`src/rtl/evt_pq_pkg.sv`:
```
package evt_pq_pkg;

  localparam int PAGE_BITS = 12;
  localparam logic [11:0] OFF_LD_EOI = 12'h000;
  localparam logic [11:0] OFF_ST_EOI = 12'h400;
  localparam logic [11:0] OFF_GET    = 12'h800;

  typedef enum logic [1:0] {
    PQ_OP_NONE,
    PQ_OP_GET,
    PQ_OP_EOI,
    PQ_OP_SET
  } pq_op_e;

  typedef struct packed {
    pq_op_e     op;
    logic [1:0] set_val;
  } pq_cmd_t;

  function automatic pq_cmd_t pq_decode(input logic wr, input logic [11:0] off);
    pq_cmd_t c;
    c.op      = PQ_OP_NONE;
    c.set_val = off[9:8];
    if (wr) begin
      if (off == OFF_ST_EOI) c.op = PQ_OP_EOI;
    end else begin
      if (off == OFF_LD_EOI)                         c.op = PQ_OP_EOI;
      else if (off[11:10] == 2'b11 && off[7:0] == 8'h00) c.op = PQ_OP_SET;
      else                                           c.op = PQ_OP_GET;
    end
    return c;
  endfunction

endpackage

```
`src/rtl/evt_pq_decode.sv`:
```
module evt_pq_decode
  import evt_pq_pkg::*;
#(
  parameter int NSRC   = 6,
  parameter int IDX_W  = 3,
  parameter int ADDR_W = 15
) (
  input  logic              req_valid,
  input  logic              req_write,
  input  logic [ADDR_W-1:0] req_addr,
  output logic [NSRC-1:0]   hit,
  output pq_cmd_t           cmd
);

  logic [IDX_W-1:0] page;
  assign page = req_addr[ADDR_W-1:PAGE_BITS];
  assign cmd  = pq_decode(req_write, req_addr[PAGE_BITS-1:0]);

  for (genvar i = 0; i < NSRC; i++) begin : g_hit
    assign hit[i] = req_valid && (page == IDX_W'(i));
  end

endmodule

```
`src/rtl/evt_pq_cell.sv`:
```
module evt_pq_cell
  import evt_pq_pkg::*;
(
  input  logic       clk,
  input  logic       rst_n,
  input  logic       hit,
  input  pq_cmd_t    cmd,
  input  logic       trig,
  input  logic       grant,
  output logic [1:0] pq,
  output logic       ntf_req
);

  logic p_q, q_q, pend_q;
  logic p_d, q_d, pend_d, fire;

  always_comb begin
    p_d  = p_q;
    q_d  = q_q;
    fire = 1'b0;
    // software operation first
    if (hit) begin
      unique case (cmd.op)
        PQ_OP_EOI: begin
          if (q_d) begin
            q_d  = 1'b0;
            p_d  = 1'b1;
            fire = 1'b1;
          end else begin
            p_d  = 1'b0;
          end
        end
        PQ_OP_SET: {p_d, q_d} = cmd.set_val;
        default: ;
      endcase
    end
    // then the hardware trigger on the result
    if (trig) begin
      if (!p_d) begin
        p_d  = 1'b1;
        fire = 1'b1;
      end else begin
        q_d  = 1'b1;
      end
    end
    pend_d = p_d & (fire | (pend_q & ~grant));
  end

  always_ff @(posedge clk) begin
    if (!rst_n) begin
      p_q    <= 1'b0;
      q_q    <= 1'b0;
      pend_q <= 1'b0;
    end else begin
      p_q    <= p_d;
      q_q    <= q_d;
      pend_q <= pend_d;
    end
  end

  assign pq      = {p_q, q_q};
  assign ntf_req = pend_q;

endmodule

```
`src/rtl/evt_pq_rr_arb.sv`:
```
module evt_pq_rr_arb #(
  parameter int N     = 6,
  parameter int IDX_W = 3
) (
  input  logic             clk,
  input  logic             rst_n,
  input  logic [N-1:0]     req,
  input  logic             ready,
  output logic             valid,
  output logic [IDX_W-1:0] idx,
  output logic [N-1:0]     grant
);

  logic [IDX_W-1:0] last_q, lock_idx_q, rr_sel;
  logic             lock_q, rr_found;

  always_comb begin
    int c;
    rr_found = 1'b0;
    rr_sel   = '0;
    for (int k = 1; k <= N; k++) begin
      c = int'(last_q) + k;
      if (c >= N) c = c - N;
      if (!rr_found && req[c]) begin
        rr_found = 1'b1;
        rr_sel   = IDX_W'(c);
      end
    end
  end

  always_comb begin
    if (lock_q) begin
      idx   = lock_idx_q;
      valid = req[lock_idx_q];
    end else begin
      idx   = rr_sel;
      valid = rr_found;
    end
  end

  for (genvar i = 0; i < N; i++) begin : g_gnt
    assign grant[i] = valid && ready && (idx == IDX_W'(i));
  end

  always_ff @(posedge clk) begin
    if (!rst_n) begin
      last_q     <= IDX_W'(N - 1);
      lock_q     <= 1'b0;
      lock_idx_q <= '0;
    end else begin
      lock_q     <= valid & ~ready;
      lock_idx_q <= idx;
      if (valid && ready) last_q <= idx;
    end
  end

endmodule

```
`src/rtl/evt_pq_bank.sv`:
```
module evt_pq_bank
  import evt_pq_pkg::*;
#(
  parameter int NSRC   = 6,
  parameter int DATA_W = 64,
  localparam int IDX_W  = (NSRC > 1) ? $clog2(NSRC) : 1,
  localparam int ADDR_W = IDX_W + PAGE_BITS
) (
  input  logic              clk,
  input  logic              rst_n,
  input  logic [NSRC-1:0]   src_trig,
  input  logic              mmio_valid,
  input  logic              mmio_write,
  input  logic [ADDR_W-1:0] mmio_addr,
  input  logic [DATA_W-1:0] mmio_wdata,
  output logic              rsp_valid,
  output logic [DATA_W-1:0] rsp_data,
  output logic              ntf_valid,
  input  logic              ntf_ready,
  output logic [IDX_W-1:0]  ntf_idx
);

  logic [NSRC-1:0]      hit, ntf_req, grant;
  logic [NSRC-1:0][1:0] src_pq;
  pq_cmd_t              cmd;
  logic [1:0]           sel_pq;
  logic                 wdata_unused;

  assign wdata_unused = ^mmio_wdata;

  evt_pq_decode #(.NSRC(NSRC), .IDX_W(IDX_W), .ADDR_W(ADDR_W)) u_dec (
    .req_valid (mmio_valid),
    .req_write (mmio_write),
    .req_addr  (mmio_addr),
    .hit       (hit),
    .cmd       (cmd)
  );

  for (genvar i = 0; i < NSRC; i++) begin : g_src
    evt_pq_cell u_cell (
      .clk     (clk),
      .rst_n   (rst_n),
      .hit     (hit[i]),
      .cmd     (cmd),
      .trig    (src_trig[i]),
      .grant   (grant[i]),
      .pq      (src_pq[i]),
      .ntf_req (ntf_req[i])
    );
  end

  evt_pq_rr_arb #(.N(NSRC), .IDX_W(IDX_W)) u_arb (
    .clk   (clk),
    .rst_n (rst_n),
    .req   (ntf_req),
    .ready (ntf_ready),
    .valid (ntf_valid),
    .idx   (ntf_idx),
    .grant (grant)
  );

  always_comb begin
    sel_pq = 2'b00;
    for (int i = 0; i < NSRC; i++) begin
      if (hit[i]) sel_pq = src_pq[i];
    end
  end

  always_ff @(posedge clk) begin
    if (!rst_n) begin
      rsp_valid <= 1'b0;
      rsp_data  <= '0;
    end else begin
      rsp_valid <= mmio_valid & ~mmio_write;
      rsp_data  <= (mmio_valid & ~mmio_write) ? DATA_W'(sel_pq) : '0;
    end
  end

endmodule

```
`config.mk`:
```
export PLATFORM = sky130hd
export DESIGN_NAME = evt_pq_bank
export DESIGN_NICKNAME = d
export VERILOG_FILES = /design/src/rtl/evt_pq_pkg.sv /design/src/rtl/evt_pq_decode.sv /design/src/rtl/evt_pq_cell.sv /design/src/rtl/evt_pq_rr_arb.sv /design/src/rtl/evt_pq_bank.sv
export SDC_FILE = /design/constraint.sdc
export NUM_CORES = 1
export LEC_CHECK = 0
export BUFFER_PORTS_ARGS = -buffer_cell sky130_fd_sc_hd__buf_2
export CAP_MARGIN = 10
export CORE_MARGIN = 5
export CORE_UTILIZATION = 49
export CTS_CLUSTER_DIAMETER = 120
export DETAILED_ROUTE_END_ITERATION = 10
export HOLD_SLACK_MARGIN = 0.1
export PLACE_DENSITY_LB_ADDON = 0.1
export SYNTH_ARGS = -nofsm -noshare
export SYNTH_HDL_FRONTEND = slang
export SYNTH_SLANG_ARGS = --single-unit
```
`constraint.sdc`:
```
create_clock -name clk -period 8.5 [get_ports clk]
set_input_delay 0.425 -clock clk [delete_from_list [all_inputs] [get_ports clk]]
set_output_delay 0.425 -clock clk [all_outputs]
set_load 0.02 [all_outputs]
```
Yosys cells after proc, flatten, opt, wreduce, memory -nomap -nowiden
Cells that the tools add are included.
{"block": "classes", "addsub": 12, "magnitude_cmp": 13, "n_eq_ne": 14, "n_mux": 122, "bitwise": 28, "reduce_logical": 29}
{"cell": "$ge A32 B4 Y1 const B", "n": 6}
{"cell": "$lt A32 B5 Y1 const B", "n": 6}
{"cell": "$mux W32", "n": 6}
{"cell": "$sub A32 B4 Y32 const B", "n": 6}
{"cell": "$mux W1", "n": 80}
{"cell": "$pmux W1 S2", "n": 12}
{"cell": "$bmux W1 S3", "n": 7}
{"cell": "$mux W3", "n": 7}
{"cell": "$mux W2", "n": 10}
{"cell": "$logic_and A1 B1 Y1", "n": 19}
{"cell": "$and A1 B1 Y1", "n": 14}
{"cell": "$add A3 B3 Y4 const B", "n": 3}
{"cell": "$eq A12 B11 Y1 const B", "n": 1}
{"cell": "$eq A3 B2 Y1 const B", "n": 4}
{"cell": "$eq A3 B3 Y1 const B", "n": 4}
{"cell": "$logic_not A12 Y1", "n": 1}
{"cell": "$add A3 B2 Y4 const B", "n": 2}
{"cell": "$logic_not A8 Y1", "n": 1}
{"cell": "$not A1 Y1", "n": 8}
{"cell": "$eq A2 B2 Y1 const B", "n": 3}
{"cell": "$eq A3 B1 Y1 const B", "n": 2}
{"cell": "$logic_not A3 Y1", "n": 2}
{"cell": "$or A1 B1 Y1", "n": 6}
{"cell": "$logic_not A1 Y1", "n": 5}
{"cell": "3 further kinds", "n": 3}
{"block": "word_totals", "regBits": 90, "wordCells": 242}

Logic depth before layout (Yosys ltp)
{"block": "depth", "ltp_word": 29, "mapped_depth": 14, "depth_no_buf": 11}

By module
From an unflattened synthesis, not the netlist that was laid out.
{"block": "hier_totals", "hier_cells": 403, "area_unflattened_um2": 3289.4}
{"mod": "evt_pq_rr_arb", "n_inst": 1, "cells_each": 176, "area_each_um2": 1442.6}
{"mod": "evt_pq_cell", "n_inst": 6, "cells_each": 20, "area_each_um2": 177.7}
{"mod": "evt_pq_bank", "n_inst": 1, "cells_each": 87, "area_each_um2": 655.6}
{"mod": "evt_pq_decode", "n_inst": 1, "cells_each": 20, "area_each_um2": 125.1}

Worst setup path after synthesis
Ideal clock, no wire load.
{"block": "synth_path", "path_kind": "register to output", "from": "reg u_arb.last_q[0]", "to": "out ntf_valid", "arrival_ps": 3030, "t_required_ps": 8075, "setup_slack_ps": 5045, "path_stages_with_launch": 13, "cell_sequence": "dfxtp_1 -> buf_4 -> buf_6 -> inv_1 -> ha_1 -> clkbuf_1 -> inv_1 -> ha_1 -> a21oi_1 -> a32oi_1 -> a32oi_1 -> and4_2 -> a21boi_0"}
{"block": "synth_between", "elab_chain_cells": 23, "word_cells_on_any_way": 59, "classes_between": "add/sub (12); order compare (6); mux (31); reduce/logical (10)"}
{"item": "start, declared", "line": "evt_pq_rr_arb.sv:14", "rtl": "logic [IDX_W-1:0] last_q, lock_idx_q, rr_sel;"}
{"item": "start signal, assigned", "line": "evt_pq_rr_arb.sv:47", "rtl": "last_q <= IDX_W'(N - 1);"}
{"item": "start signal, assigned", "line": "evt_pq_rr_arb.sv:53", "rtl": "if (valid && ready) last_q <= idx;"}
{"item": "$add A3 B1 Y4", "line": "evt_pq_rr_arb.sv:22", "rtl": "c = int'(last_q) + k;"}
{"item": "$sub A32 B4 Y32 or $ge A32 B4 Y1 (tied branches)", "line": "evt_pq_rr_arb.sv:23", "rtl": "if (c >= N) c = c - N;"}
{"item": "$mux W32", "line": "evt_pq_rr_arb.sv:23"}
{"item": "$bmux W1 S3", "line": "evt_pq_rr_arb.sv:24", "rtl": "if (!rr_found && req[c]) begin"}
{"item": "$mux W1 (not written as such) (2 in a row)", "line": "evt_pq_rr_arb.sv:24"}
{"item": "$mux W1", "line": "evt_pq_rr_arb.sv:24"}
{"item": "$logic_not A1 Y1", "line": "evt_pq_rr_arb.sv:24"}
{"item": "$logic_and A1 B1 Y1", "line": "evt_pq_rr_arb.sv:24"}
{"item": "(+6 left out)"}
{"item": "$mux W1", "line": "evt_pq_rr_arb.sv:24"}
{"item": "$logic_not A1 Y1", "line": "evt_pq_rr_arb.sv:24"}
{"item": "$logic_and A1 B1 Y1", "line": "evt_pq_rr_arb.sv:24"}
{"item": "$mux W1", "line": "evt_pq_rr_arb.sv:24"}
{"item": "$logic_not A1 Y1", "line": "evt_pq_rr_arb.sv:24"}
{"item": "$logic_and A1 B1 Y1", "line": "evt_pq_rr_arb.sv:24"}
{"item": "$mux W1 (*)", "line": "evt_pq_rr_arb.sv:24"}
{"item": "$mux W1 (*)", "line": "evt_pq_rr_arb.sv:32", "rtl": "if (lock_q) begin"}
{"item": "end, declared", "line": "evt_pq_bank.sv:18", "rtl": "output logic ntf_valid,"}
Every way passes the cells marked *; elsewhere a longest branch is shown, timed or not. The select of a mux whose other input is x is not followed.

Worst setup path after layout
{"block": "layout_path", "from": "reg u_arb.last_q[0]", "to": "out ntf_idx[0]"}
{"block": "layout_between", "elab_chain_cells": 23, "word_cells_on_any_way": 64, "classes_between": "add/sub (12); order compare (6); mux (36); reduce/logical (10)"}
{"item": "$add A3 B1 Y4", "line": "evt_pq_rr_arb.sv:22"}
{"item": "$sub A32 B4 Y32 or $ge A32 B4 Y1 (tied branches)", "line": "evt_pq_rr_arb.sv:23"}
{"item": "$mux W32", "line": "evt_pq_rr_arb.sv:23"}
{"item": "$bmux W1 S3", "line": "evt_pq_rr_arb.sv:24"}
{"item": "$mux W1 (not written as such) (2 in a row)", "line": "evt_pq_rr_arb.sv:24"}
{"item": "$mux W1", "line": "evt_pq_rr_arb.sv:24"}
{"item": "$logic_not A1 Y1", "line": "evt_pq_rr_arb.sv:24"}
{"item": "$logic_and A1 B1 Y1", "line": "evt_pq_rr_arb.sv:24"}
{"item": "(+6 left out)"}
{"item": "$mux W1", "line": "evt_pq_rr_arb.sv:24"}
{"item": "$logic_not A1 Y1", "line": "evt_pq_rr_arb.sv:24"}
{"item": "$logic_and A1 B1 Y1", "line": "evt_pq_rr_arb.sv:24"}
{"item": "$mux W1", "line": "evt_pq_rr_arb.sv:24"}
{"item": "$logic_not A1 Y1", "line": "evt_pq_rr_arb.sv:24"}
{"item": "$logic_and A1 B1 Y1", "line": "evt_pq_rr_arb.sv:24"}
{"item": "$mux W3 (*)", "line": "evt_pq_rr_arb.sv:24"}
{"item": "$mux W3 (*)", "line": "evt_pq_rr_arb.sv:32"}
{"item": "end, declared", "line": "evt_pq_bank.sv:20", "rtl": "output logic [IDX_W-1:0] ntf_idx"}
Marked as above.

==> results.json <==
{
  "worst_skew_pair_latency_ps": 280,
  "outcome": "completed",
  "place_ws_ps": 4230,
  "synthArstFlopShare": 0,
  "floorplan.initialDensity": 0.496,
  "die-area_um2": 7560,
  "path_clk_slew_ps": 90,
  "drv_slew": 0,
  "synthTopCellsByCount": "63 x buf_4, 28 x dfxtp_1, 24 x nand2_1, 19 x nor2_1, 17 x o21ai_0",
  "ys.warnings.count": 0,
  "number_of_buffers_added_for_setup_after_cts": 0,
  "fin_ws_ps": 3870,
  "netlist.area_leader.share": 0.193,
  "classification_of_the_worst_slack_hold_path": "in -> reg",
  "fin_crit_sh": 0.545,
  "fp-row-count": 28,
  "drc": 0,
  "cts_sinks": 28,
  "maximum_number_of_pins_on_one_net_before_global_route_repair": 22,
  "numCtsBuffers": 3,
  "post_route_cells_drive_above_1_share": 0.166,
  "power_per_standard_cell_area_nw_per_um2": 332,
  "cp_max_fanout": 21,
  "synthMostInstantiatedCell": "buf_4",
  "synthesis.area_per_instance_um2": 8.12,
  "sequential_cell_area_fraction_in_the_yosys_report": 0.193,
  "layout.nets": 482,
  "synth-edff-count": 0,
  "cts_resized": 0,
  "critical_path.top_delay_family": "compound AO/OA/AOI/OAI gates",
  "transition_time_at_the_pin_with_the_least_slew_margin_ps": 791,
  "internal-power_mw": 0.479,
  "synthCells": 357,
  "crit_path_start_kind": "register",
  "ioPinCount": 159,
  "post_cts_hold_buffer_count": 0,
  "synth.lib_cells_used.distinct": 71,
  "drt_first_iter_violations": 138,
  "syn_to_final_growth_pct": 0.907,
  "sequential_cell_area_um2": 561,
  "synth_seq_cells": 28,
  "final_count_of_negative_setup_slack_endpoints": 0,
  "clock_tree.buffer_depth": 2,
  "max-vdd-ir-drop_mv": 0.225,
  "fillers": 576,
  "worstSetupEndpointType": "output port",
  "cp.arrival_ps": 4210,
  "pwr-share-comb": 0.696,
  "crit_slowest_cell": "dfxtp_1",
  "groute.usage.overall": 0.181,
  "timing_worst_setup_path_type": "reg -> out",
  "number_of_diodes_added_for_antenna_fixing": 0,
  "worstPathBufferInverterCount": 3,
  "sequentialPowerShare": 0.194,
  "syn-cell-area_um2": 2900,
  "timing.final.hold_violations": 0,
  "drt_first_pass_iters": 6,
  "finalWeightedCongestion": 0.883,
  "max_stage_delay_ps": 840,
  "synth_top_flop_cell": "dfxtp_1",
  "p_leak_nw": 1.33,
  "via_count_of_the_first_global_routing_pass": 2294,
  "multiInputGateArea_um2": 2000,
  "ant_nets": 0,
  "clock-skew-final_ps": 12.0,
  "cp_data_required_time_ps": 8080,
  "p_total_mw": 0.972,
  "cell_types_with_the_largest_area_share_after_synthesis": "dfxtp_1 19%, buf_4 16%, ha_1 4.7%, nand2_1 3.1%, o21ai_0 2.9%",
  "gr-total-overflow": 0,
  "clock_power_share": 0.110,
  "vias_per_cell": 5.49,
  "route.detailed.wl_per_inst_um": 15.0,
  "totalNegativeSetupSlack_ps": 0,
  "place.port_buffers": 32,
  "cts-htree-levels": 1,
  "antenna_found_initial": 0,
  "netSwitchingFraction": 0.507,
  "cts.root.buffer_cell": "clkbuf_8",
  "core_um2": 5850,
  "die_height_um": 86.9,
  "synth_top_area_cell": "dfxtp_1",
  "grt_setup_unrepaired": "false",
  "timing.max_slew.rel_slack": 0.472,
  "tritoncts": "built",
  "wire_length_of_the_first_global_routing_pass_mm": 11.0,
  "num_vias": 2500,
  "fp.dieW_um": 86.9,
  "cell_chain_of_the_critical_path": "inv_1, ha_1, inv_1, ha_1, a21oi_1, a32oi_1, a32o_1, a21boi_2, a31oi_1, a21oi_2, buf_2",
  "cap_viol_max_count": 0,
  "period_needed_ps": 4630,
  "netSwitchingPower_mw": 0.493,
  "dp.final_hpwl_mm": 5.49,
  "fmax_mhz": 216,
  "postRouteWirelength_mm": 6.83
}
==> worst reg2reg max path: cells and delay by family, from the launching register on <==
family	cells	cell delay (ps)
buffers and inverters	2	470
DFF	1	840
AOI/OAI and AO/OA	6	1470
and+or+nand+nor	1	240
adders and majority gates	2	1010
==> flip-flops by register name, summed over array words and instances, names as in the netlist <==
register              cells
g_src.u_cell.ntf_req      6
g_src.u_cell.p_q          6
g_src.u_cell.q_q          6
u_arb.last_q              3
u_arb.lock_idx_q          3
rsp_data                  2
rsp_valid                 1
u_arb.lock_q              1
==> per-layer routing <==
layer	wire length, um	global-route usage	vias up	share of wire
met5	0	0	-	0
met4	80	0.0538	0	0.012
met3	386	0.0303	10	0.057
met2	3390	0.310	83	0.50
met1	2970	0.232	1166	0.44
li1	-	-	1241	-
==> path summary, 6_finish.rpt <==
path,start,endpoint,slack (ps),cells after the start
max reg2reg,u_arb.last_q[0]$_SDFFE_PN1P_,g_src[3].u_cell.ntf_req$_SDFF_PN0_,4400,11
min reg2reg,g_src[4].u_cell.p_q$_SDFF_PN0_,rsp_data[1]$_SDFF_PN0_,530,2
max,u_arb.last_q[0]$_SDFFE_PN1P_,ntf_idx[0],3870,11
min,src_trig[4],g_src[4].u_cell.p_q$_SDFF_PN0_,400,2
==> cell type report <==
cell class | count | area share
Multi-Input combinational cell | 306 | 0.684
Clock buffer | 3 | 0.0141
Timing Repair Buffer | 32 | 0.0547
Sequential cell | 28 | 0.192
Inverter | 10 | 0.0128
Tap cell | 75 | 0.0321
Clock inverter | 1 | 0.0103
==> placed cells by master, fill, tap and decap left out, types with 4 or more instances in the layout <==
master    count
nand3_1       7
xnor2_1       5
a31oi_1       5
nand2b_1      7
a22o_1        5
a21o_1       10
nor2b_1       7
a211o_1       4
buf_2        32
a222oi_1      6
mux2_2        4
nor2_1       19
o21a_1        8
inv_1         9
nand2_1      24
and2_1        6
o21ai_0      17
a21oi_1      16
conb_1       62
ha_1         11
and3_1        6
mux2i_1       7
dfxtp_1      28
==> kinds of logic after synthesis <==
family	Yosys count	share of synthesized area
buffers and inverters	84	0.195
multiplexers	12	0.0475
adder cells (fa/ha/maj)	11	0.0475
flip-flops	28	0.193
AND/OR/NAND/NOR	102	0.193
other	1	0.00129
XOR/XNOR	6	0.0207
AO/OA/AOI/OAI	113	0.302
==> metrics by stage <==
step           cell area (um2)  hold WS (ps)  std cells  utilization
2_1_floorplan             3130           478        418            -
3_3_place_gp              2850           536        451        0.488
3_5_place_dp              2850           521        451        0.488
4_1_cts                   2930           398        455        0.500
5_1_grt                   2930           411        455        0.500
6_report                  2930           403        455        0.500
==> power by group through the flow <==
| stage | clock network [mW] | logic, mW | registers, mW |
|---|---|---|---|
| after floorplan | 0 | 0.574 | 0.170 |
| after global placement | 0 | 0.669 | 0.193 |
| after detailed placement | 0 | 0.672 | 0.193 |
| after CTS | 0.109 | 0.675 | 0.189 |
| after global routing | 0.114 | 0.746 | 0.195 |
| final | 0.106 | 0.676 | 0.189 |
No activity file was read; power rests on OpenSTA's default activity.
